### config.mk
export PLATFORM = sky130hd
export DESIGN_NAME = irq_prio_core
export DESIGN_NICKNAME = d
export VERILOG_FILES = /design/src/rtl/irq_core_pkg.sv /design/src/rtl/irq_vec_find.sv /design/src/rtl/irq_prio_calc.sv /design/src/rtl/irq_prio_core.sv
export SDC_FILE = /design/constraint.sdc
export NUM_CORES = 2
export LEC_CHECK = 0
export BUFFER_PORTS_ARGS = -buffer_cell sky130_fd_sc_hd__clkbuf_2
export CORE_MARGIN = 2
export CORE_UTILIZATION = 40
export CTS_BUF_LIST = sky130_fd_sc_hd__clkbuf_4 sky130_fd_sc_hd__clkbuf_8 sky130_fd_sc_hd__clkbuf_16
export CTS_CLUSTER_SIZE = 10
export DETAILED_ROUTE_END_ITERATION = 8
export PLACE_DENSITY_LB_ADDON = 0.15
export SYNTH_ARGS = -nofsm -noshare
export SYNTH_HDL_FRONTEND = slang
export SYNTH_SLANG_ARGS = --single-unit
### constraint.sdc
create_clock -name clk -period 4.75 [get_ports clk]
set_clock_uncertainty 0.05 [all_clocks]
set_input_delay 0.7125 -clock clk [delete_from_list [all_inputs] [get_ports clk]]
set_output_delay 0.7125 -clock clk [all_outputs]
set_load 0.01 [all_outputs]
### src/rtl/irq_core_pkg.sv
package irq_core_pkg;

    typedef enum logic {
        TRIG_EDGE  = 1'b0,
        TRIG_LEVEL = 1'b1
    } trig_e;

    typedef enum logic {
        ACK_SPURIOUS = 1'b0,
        ACK_TAKE     = 1'b1
    } ack_e;

endpackage

### src/rtl/irq_vec_find.sv
module irq_vec_find #(
    parameter  int NVEC = 256,
    parameter  int WORD = 32,
    localparam int IW   = $clog2(NVEC)
) (
    input  logic [NVEC-1:0] bits_i,
    output logic            found_o,
    output logic [IW-1:0]   idx_o
);
    localparam int NWORD = NVEC / WORD;
    localparam int BW    = $clog2(WORD);

    logic [NWORD-1:0]         w_any;
    logic [NWORD-1:0][BW-1:0] w_idx;

    // per-word search for the top set bit
    for (genvar g = 0; g < NWORD; g++) begin : g_word
        logic [WORD-1:0] w;
        logic [BW-1:0]   top;
        assign w = bits_i[g*WORD +: WORD];
        always_comb begin
            top = '0;
            for (int b = 0; b < WORD; b++) begin
                if (w[b]) top = BW'(b);
            end
        end
        assign w_any[g] = |w;
        assign w_idx[g] = top;
    end

    // highest non-empty word wins
    always_comb begin
        found_o = |w_any;
        idx_o   = '0;
        for (int k = 0; k < NWORD; k++) begin
            if (w_any[k]) idx_o = IW'(k * WORD + int'(w_idx[k]));
        end
    end
endmodule

### src/rtl/irq_prio_calc.sv
module irq_prio_calc #(
    parameter  int VW = 8,
    localparam int LO = VW - 4
) (
    input  logic          clk,
    input  logic          rst_n,
    input  logic [VW-1:0] tpr_i,
    input  logic          isr_found_i,
    input  logic [VW-1:0] isr_idx_i,
    input  logic          irr_found_i,
    input  logic [VW-1:0] irr_idx_i,
    input  logic          enable_i,
    output logic [VW-1:0] ppr_o,
    output logic          irq_o
);
    always_comb begin
        if (!isr_found_i || tpr_i[VW-1:LO] >= isr_idx_i[VW-1:LO]) begin
            ppr_o = tpr_i;
        end else begin
            ppr_o = {isr_idx_i[VW-1:LO], {LO{1'b0}}};
        end
        irq_o = enable_i && irr_found_i &&
                !((ppr_o != '0) && (irr_idx_i[VW-1:LO] <= ppr_o[VW-1:LO]));
    end

    // priority never below task priority, never below in-service class
    p_ppr_floor_r10: assert property (@(posedge clk) disable iff (!rst_n)
        ppr_o >= tpr_i);
    p_ppr_cover_r10: assert property (@(posedge clk) disable iff (!rst_n)
        isr_found_i |-> ppr_o[VW-1:LO] >= isr_idx_i[VW-1:LO]);
    // a raised request always beats the priority class
    p_irq_class_r5: assert property (@(posedge clk) disable iff (!rst_n)
        (irq_o && ppr_o != '0) |-> irr_idx_i[VW-1:LO] > ppr_o[VW-1:LO]);
endmodule

### src/rtl/irq_prio_core.sv
module irq_prio_core #(
    parameter  int NVEC = 256,
    parameter  int WORD = 32,
    localparam int VW   = $clog2(NVEC),
    localparam int LO   = VW - 4
) (
    input  logic          clk,
    input  logic          rst_n,
    input  logic          acc_valid,
    input  logic [VW-1:0] acc_vector,
    input  logic          acc_level,
    input  logic          ack_req,
    input  logic          eoi,
    input  logic          tpr_wr,
    input  logic [3:0]    tpr_data,
    input  logic          svr_wr,
    input  logic [VW:0]   svr_data,
    input  logic          init_rst,
    output logic          irq,
    output logic [VW-1:0] ack_vector,
    output logic [VW-1:0] ppr,
    output logic          eoi_level
);
    import irq_core_pkg::*;

    typedef struct packed {
        logic [NVEC-1:0] irr;
        logic [NVEC-1:0] isr;
        logic [NVEC-1:0] tmr;
        logic [VW-1:0]   tpr;
        logic [VW:0]     svr;
        logic [VW-1:0]   ack_vec;
        logic            eoi_lvl;
    } core_t;

    core_t r_q, r_d;

    logic          irr_found, isr_found;
    logic [VW-1:0] irr_idx, isr_idx;
    ack_e          ack_kind;

    irq_vec_find #(.NVEC(NVEC), .WORD(WORD)) u_find_irr (
        .bits_i (r_q.irr), .found_o(irr_found), .idx_o(irr_idx));
    irq_vec_find #(.NVEC(NVEC), .WORD(WORD)) u_find_isr (
        .bits_i (r_q.isr), .found_o(isr_found), .idx_o(isr_idx));

    irq_prio_calc #(.VW(VW)) u_prio (
        .clk        (clk),
        .rst_n      (rst_n),
        .tpr_i      (r_q.tpr),
        .isr_found_i(isr_found),
        .isr_idx_i  (isr_idx),
        .irr_found_i(irr_found),
        .irr_idx_i  (irr_idx),
        .enable_i   (r_q.svr[VW]),
        .ppr_o      (ppr),
        .irq_o      (irq)
    );

    always_comb begin
        r_d         = r_q;
        r_d.eoi_lvl = 1'b0;
        ack_kind    = (r_q.svr[VW] && irr_found &&
                       !((r_q.tpr != '0) && (irr_idx <= r_q.tpr))) ? ACK_TAKE : ACK_SPURIOUS;
        if (init_rst) begin
            r_d.irr = '0;
            r_d.isr = '0;
            r_d.tmr = '0;
            r_d.svr = {1'b0, {VW{1'b1}}};
        end else begin
            if (eoi && isr_found) begin
                r_d.isr[isr_idx] = 1'b0;
                r_d.eoi_lvl      = r_q.tmr[isr_idx];
            end
            if (ack_req) begin
                if (ack_kind == ACK_TAKE) begin
                    r_d.irr[irr_idx] = 1'b0;
                    r_d.isr[irr_idx] = 1'b1;
                    r_d.ack_vec      = irr_idx;
                end else begin
                    r_d.ack_vec = r_q.svr[VW-1:0];
                end
            end
            if (acc_valid) begin
                r_d.irr[acc_vector] = 1'b1;
                r_d.tmr[acc_vector] = (trig_e'(acc_level) == TRIG_LEVEL);
            end
            if (tpr_wr) r_d.tpr = {tpr_data, {LO{1'b0}}};
            if (svr_wr) r_d.svr = svr_data;
        end
    end

    always_ff @(posedge clk) begin
        if (!rst_n) begin
            r_q.irr     <= '0;
            r_q.isr     <= '0;
            r_q.tmr     <= '0;
            r_q.tpr     <= '0;
            r_q.svr     <= {1'b0, {VW{1'b1}}};
            r_q.ack_vec <= '0;
            r_q.eoi_lvl <= 1'b0;
        end else begin
            r_q <= r_d;
        end
    end

    assign ack_vector = r_q.ack_vec;
    assign eoi_level  = r_q.eoi_lvl;

    // request only with software enable
    p_irq_en_r4: assert property (@(posedge clk) disable iff (!rst_n)
        irq |-> r_q.svr[VW]);
    // accepted vector is pending with its trigger kind next cycle
    p_accept_r2: assert property (@(posedge clk) disable iff (!rst_n)
        (acc_valid && !init_rst) |=>
        (r_q.irr[$past(acc_vector)] && (r_q.tmr[$past(acc_vector)] == $past(acc_level))));
    // disabled acknowledge returns the spurious byte
    p_ack_spur_r7: assert property (@(posedge clk) disable iff (!rst_n)
        (ack_req && !init_rst && !r_q.svr[VW]) |=> ack_vector == $past(r_q.svr[VW-1:0]));
    // a taken vector lands in service
    p_ack_take_r6: assert property (@(posedge clk) disable iff (!rst_n)
        (ack_req && !init_rst && ack_kind == ACK_TAKE) |=>
        (r_q.isr[$past(irr_idx)] && ack_vector == $past(irr_idx)));
    // retired vector leaves service unless re-taken in the same cycle
    p_eoi_clear_r8: assert property (@(posedge clk) disable iff (!rst_n)
        (eoi && !init_rst && isr_found && !(ack_req && ack_kind == ACK_TAKE && irr_idx == isr_idx))
        |=> !r_q.isr[$past(isr_idx)]);
    // task priority stored shifted
    p_tpr_store_r9: assert property (@(posedge clk) disable iff (!rst_n)
        (tpr_wr && !init_rst) |=> r_q.tpr == {$past(tpr_data), {LO{1'b0}}});
    // INIT leaves nothing requesting and priority equal to task priority
    p_init_r11: assert property (@(posedge clk) disable iff (!rst_n)
        init_rst |=> (!irq && ppr == r_q.tpr && !eoi_level));
endmodule

Word-level counts from Yosys, hierarchy flattened
Cells that the tools add are included.

storage, ports and cells
  register bits = 790
  latch bits = 0
  bits in writable memories = 0
  bits in read-only memories = 0
  bits of input ports = 30
  output and inout port bits = 18
  word-level logic and storage cells = 606
  memories kept = 0

cells by class
  $add $sub $neg = 14
  $mul = 0
  divide/modulo/power cells = 0
  $lt $le $gt $ge = 9
  eq/ne operators = 0
  shift operators = 0
  mux-type cells = 530
  bitwise logic cells = 9
  reduce and logical (&&, ||, !) cells = 37

operators by type and width
  operator               number
  $mux W512              3
  $mux W5                258
  $mux W256              3
  $and A256 B256 Y256    2
  $mux W4                128
  $not A256 Y256         2
  $or A256 B256 Y256     2
  $reduce_or A256 Y1     2
  $reduce_or A32 Y1      16
  $bwmux W256            1
  $mux W3                64
  $mux W8                16
  $add A8 B5 Y8 const A  8
  $mux W2                32
  $add A7 B5 Y8 const A  4
  $lt A8 B9 Y1 const B   3
  $demux W1 S8           3
  $ge A8 B1 Y1 const B   3
  $mux W1                21
  $reduce_bool A8 Y1     2
  $add A6 B5 Y7 const A  2
  $logic_and A1 B1 Y1    9
  $bmux W1 S8            1
  $le A8 B8 Y1           1
  other kinds (8)        13

Depth between registers and ports, before layout
  depth in word-level cells = 53
  mapped depth = 25
  mapped depth without buffers = 23

By module
A second synthesis with hierarchy kept.

second synthesis, totals
  cell total of the unflattened synthesis = 4907
  area, all modules = 38384.3 um2

by module, submodules not included
  module         times used  cells an instance  area each (um2)  sequential area each (um2)
  irq_prio_core  1           3785               31993.2          15815.2
  irq_vec_find   2           539                2997.9           0.0
  irq_prio_calc  1           44                 395.4            0.0

Worst setup path after synthesis
OpenSTA, ideal clock, no wires.

  kind = register to output
  start = register r_q[406] in the netlist's numbering
  end = output port irq
  arrival = 4542 ps
  required time = 3988 ps
  setup slack = -555 ps
  cell stages (with the launch flop) = 24
  path buffers = 1
  path through = dfxtp_1 nor4_1 nand4_1 or2_0 clkbuf_1 o31a_1 nor3_1 nor2_1 o21ai_0 ha_1 nand2b_1 a21o_1 a21o_1 a21oi_1 nand2_1 o21ai_0 inv_1 ha_1 nor2b_1 o21ai_0 nand2b_1 a21oi_1 a41o_1 a21oi_1

on the way
  longest elaborated chain between the ends = 17
  elaborated cells between the ends (all ways) = 21
  those cells by class = add/sub: 1; order compare: 2; mux: 10; reduce/logical: 8

RTL lines
  what                                                       RTL line              source
  start: declaration                                         irq_prio_core.sv:36   core_t r_q, r_d;
  start signal: assignment                                   irq_prio_core.sv:103  r_q <= r_d;
  $mux W5 (4 in a row)                                       irq_vec_find.sv:24    if (w[b]) top = BW'(b);
  $add A7 B5 Y8                                              irq_vec_find.sv:36    if (w_any[k]) idx_o = IW'(k * WORD + int'(w_idx[k]));
  $mux W8 (5 in a row)                                       irq_vec_find.sv:36
  $ge A4 B4 Y1                                               irq_prio_calc.sv:17   if (!isr_found_i || tpr_i[VW-1:LO] >= isr_idx_i[VW-1:LO]) begin
  $logic_or A1 B1 Y1                                         irq_prio_calc.sv:17
  $mux W8 *                                                  irq_prio_calc.sv:17
  via ppr[5]                                                 irq_prio_core.sv:21   output logic [VW-1:0] ppr,
  $le A4 B4 Y1 / $reduce_bool A8 Y1 (equally long branches)  irq_prio_calc.sv:23   !((ppr_o != '0) && (irr_idx_i[VW-1:LO] <= ppr_o[VW-1:LO]));
  $logic_and A1 B1 Y1 *                                      irq_prio_calc.sv:23
  $logic_not A1 Y1 *                                         irq_prio_calc.sv:23
  $logic_and A1 B1 Y1 *                                      irq_prio_calc.sv:22   irq_o = enable_i && irr_found_i &&
  end: declaration                                           irq_prio_core.sv:19   output logic irq,

Mark *: on every way through the listed nets, which the timed path passes. The rest lies on a longest branch.

Worst setup path in the final report
  start = register r_q[459] in the netlist's numbering
  end = output port irq

on the way
  longest elaborated chain between the ends = 26
  elaborated cells between the ends (all ways) = 30
  those cells by class = add/sub: 1; order compare: 2; mux: 19; reduce/logical: 8

RTL lines
  what                                                       RTL line
  $mux W5 (15 in a row)                                      irq_vec_find.sv:24
  $add A8 B5 Y8                                              irq_vec_find.sv:36
  $mux W8 (3 in a row)                                       irq_vec_find.sv:36
  $ge A4 B4 Y1                                               irq_prio_calc.sv:17
  $logic_or A1 B1 Y1                                         irq_prio_calc.sv:17
  $mux W8 *                                                  irq_prio_calc.sv:17
  $le A4 B4 Y1 / $reduce_bool A8 Y1 (equally long branches)  irq_prio_calc.sv:23
  $logic_and A1 B1 Y1 *                                      irq_prio_calc.sv:23
  $logic_not A1 Y1 *                                         irq_prio_calc.sv:23
  $logic_and A1 B1 Y1 *                                      irq_prio_calc.sv:22

Mark *: on every way between the ends. The rest lies on a longest branch, timed or not.

==> run_results.csv <==
group,metric,value,unit
cts,clkTransAtPathRegs,0.06,ns
sta,fin_ws,-1.051,ns
global_route,grt_pass1_vias,40432,
synthesis,synth-edff-count,0,
sta,clock.fmax,0.1724,GHz
detailed_routing,vias_per_cell,6.121,
sta,tns,-2.195,ns
floorplan,die_w,318.6,µm
cts,cts_buffer_depth,3,
cts,clock_latency,0.70,ns
synthesis,syn_area,39590,µm²
power_and_ir_drop,p_seq_share,45.9,%
placed_design,placed_area,46070,µm²
detailed_routing,drc,0,
setup_path,start_kind,"flip-flop",
floorplan,num_rows,115,
global_route,grt_usage,33.81,%
global_route,grt_overflow_total,0,
final_layout,drive_gt1_share,19.41,%
power_and_ir_drop,power.switching,3.627,mW
setup_path,crit_path_max_incr_delay,0.33,ns
detailed_routing,antenna_left,0,
detailed_routing,wl,177900,µm
power_and_ir_drop,p_int,10.86,mW
placed_design,io_buffers,43,
placed_design,dp_hpwl,119500,µm
setup_path,critical-path-slowest-cell,"dfxtp_2",
synthesis,synth-async-reset-ratio,0,%
sta,fin_crit,5.801,ns
detailed_routing,wl_per_cell,24.89,µm
synthesis,ys_warn_count,0,
global_route,grt_max_degree,150,
sta,hold_viol_final,0,
setup_path,required,3.99,ns
sta,slew_violations,0,
detailed_routing,detail_route.iter0.violations,5406,
sta,fin_crit_sh,122.1,%
cts,cts-buffers-inserted,93,
power_and_ir_drop,max-vdd-ir-drop,270.2,µV
cts,cts_tree,"built",
synthesis,postSynthAreaPerCell,7.367,µm²
run,drv_cap,0,
cts,root_buffer,"clkbuf_16",
min_path,hp-class,"input pin to flip-flop",
synthesis,yosys_register_bits,790,
setup_path,critPathKind,"flip-flop to output port",
setup_path,crit_path_end_kind,"output port",
floorplan,coreArea,98280,µm²
power_and_ir_drop,cellLeakagePower,17.37,nW
sta,finalSetupViolCount,5,
final_layout,mostFrequentLayoutCells,"nand2_1 (1049), dfxtp_1 (784), a21oi_1 (677)",
run_status,violations,"setup timing",
cts,cts_sinks,790,
placed_design,globalplace.congestion,0.9516,
power_and_ir_drop,pwr-share-comb,6.4,%
setup_path,critPathMaxFanout,3,
setup_path,path_common_cell,"buf_4",
synthesis,dominantRegCellSynth,"dfxtp_1",
detailed_routing,drt_pass1_iterations,6,
final_layout,mostFrequentLayoutCell,"nand2_1",
synthesis,ys_seq_area_share,39.95,%
run_status,status,"complete, but fails checks",
sta,worst_pin_slew,1.255,ns
setup_path,rr_worst_depth,14,
global_route,grt_pass1_wl,262100,µm
global_route,antenna_found_initial,3,
floorplan,dieArea,101500,µm²
sta,rsz0062_at_grt,"true",
power_and_ir_drop,pwr-share-clk,47.7,%
floorplan,start_util,40.29,%
final_layout,nFillCells,9752,
synthesis,synth_cell_types,110,
floorplan,die_height,318.6,µm
final_layout,final_area,49720,µm²
setup_path,arrival,5.04,ns
power_and_ir_drop,p_per_area,291.5,nW/µm²
synthesis,synthCells,5374,
cts,cts_hold_buf,0,
final_layout,area_growth,25.58,%
floorplan,io_pins,48,
detailed_routing,vias,43759,
power_and_ir_drop,swShare,25.03,%
sta,slew_headroom,16.22,%
final_layout,nNetsFinal,5861,
cts,cts_htree_levels,3,
min_path,hold_path_depth,3,
==> stage by stage <==
stage | util, % | setup WS (ns) | total power [mW] | hold slack (ns) | instances
floorplan | - | 0.005458 | 7.219 | 0.3811 | 5377
CTS | 50.08 | -1.034 | 14.50 | 0.1758 | 7132
global route | 50.58 | -1.246 | 14.81 | 0.1934 | 7145
detailed placement | 46.88 | -0.5922 | 7.676 | 0.3931 | 6978
global placement | 46.88 | -0.6938 | 7.680 | 0.3911 | 6978
finish | 50.59 | -1.051 | 14.49 | 0.2055 | 7149
==> registers in the layout (all words and copies together) (netlist names) <==
register / count
r_q: 781
ack_vector: 8
eoi_level: 1
==> cell usage after synthesis (26+ instances only) <==
| cell type | number | share of area, % |
|---|---|---|
| nand2_1 | 1055 | 10 |
| dfxtp_1 | 790 | 40 |
| a21oi_1 | 682 | 8.6 |
| o21ai_0 | 554 | 7.0 |
| clkbuf_1 | 316 | 3.0 |
| nand3_1 | 315 | 4.0 |
| nor2_1 | 300 | 2.8 |
| o211ai_1 | 186 | 3.5 |
| nor4_1 | 148 | 2.3 |
| inv_1 | 100 | 0.95 |
| nor3_1 | 77 | 0.97 |
| buf_2 | 60 | 0.76 |
| mux2i_1 | 58 | 1.5 |
| nand4_1 | 50 | 0.79 |
| nand2b_1 | 47 | 0.74 |
| o31ai_1 | 46 | 0.87 |
| nor2b_1 | 40 | 0.63 |
| a31o_2 | 35 | 0.77 |
| a211oi_1 | 33 | 0.63 |
| or4_1 | 29 | 0.55 |
| o21bai_1 | 28 | 0.53 |
| a31oi_1 | 26 | 0.41 |
| buf_4 | 26 | 0.49 |
==> critical path: cells and delay by family, from the launching register on <==
kind                       cells  cell delay (ns)
AOI/OAI and AO/OA              7             0.77
DFF                            1             0.33
and+or+nand+nor                8             1.20
buffers and inverters         14             1.86
adders and majority gates      1             0.20
==> timing repair <==
action	CTS	global route
gates resized for setup	36	70
setup endpoints to repair	420	428
hold endpoints to repair	0	0
gates cloned	1	0
buffers inserted	19	13
pin swaps	23	26
==> power groups by stage <==
stage / Sequential [mW] / Combinational (mW) / Clock (mW)
after floorplan: 6.79 / 0.429 / 0
after global placement: 6.79 / 0.886 / 0
after detailed placement: 6.79 / 0.883 / 0
after CTS: 6.65 / 0.891 / 6.96
after global routing: 6.65 / 0.955 / 7.21
final: 6.65 / 0.932 / 6.91
==> layer usage <==
metal,vias up,global-route usage [%],part of all wire [%]
li1,20191,-,-
met5,-,0,0
met1,21005,44.14,41
met4,0,17.89,5.8
met3,510,5.628,8.5
met2,2053,53.50,45
==> final cells by class <==
cell class,count,area [µm²],share of cell area (%)
clock buffer,127,2686,5.403
sequential,790,15820,31.83
tap,1287,1610,3.239
clock inverter,7,130.1,0.2617
antenna,4,10.01,0.02013
inverter,102,385.4,0.7751
timing repair buffer,779,6770,13.62
multi-input combinational,4053,22300,44.86
==> kinds of logic after synthesis <==
group	count (synthesis)	share of synthesized area [%]
AND/OR/NAND/NOR	2183	25.47
AO/OA/AOI/OAI	1794	26.83
flip-flops	790	39.95
buffers and inverters	534	5.821
multiplexers	60	1.552
adder cells (fa/ha/maj)	12	0.3792
other	1	0.009472
==> final timing paths <==
check              startpoint         to  slack [ns]
setup / recovery     r_q[459]        irq       -1.05
setup reg to reg     r_q[530]  eoi_level        0.06
hold / removal    svr_data[4]    r_q[13]        0.21
hold reg to reg       r_q[61]    r_q[61]        0.40
Power figures use the tool's default switching activity.
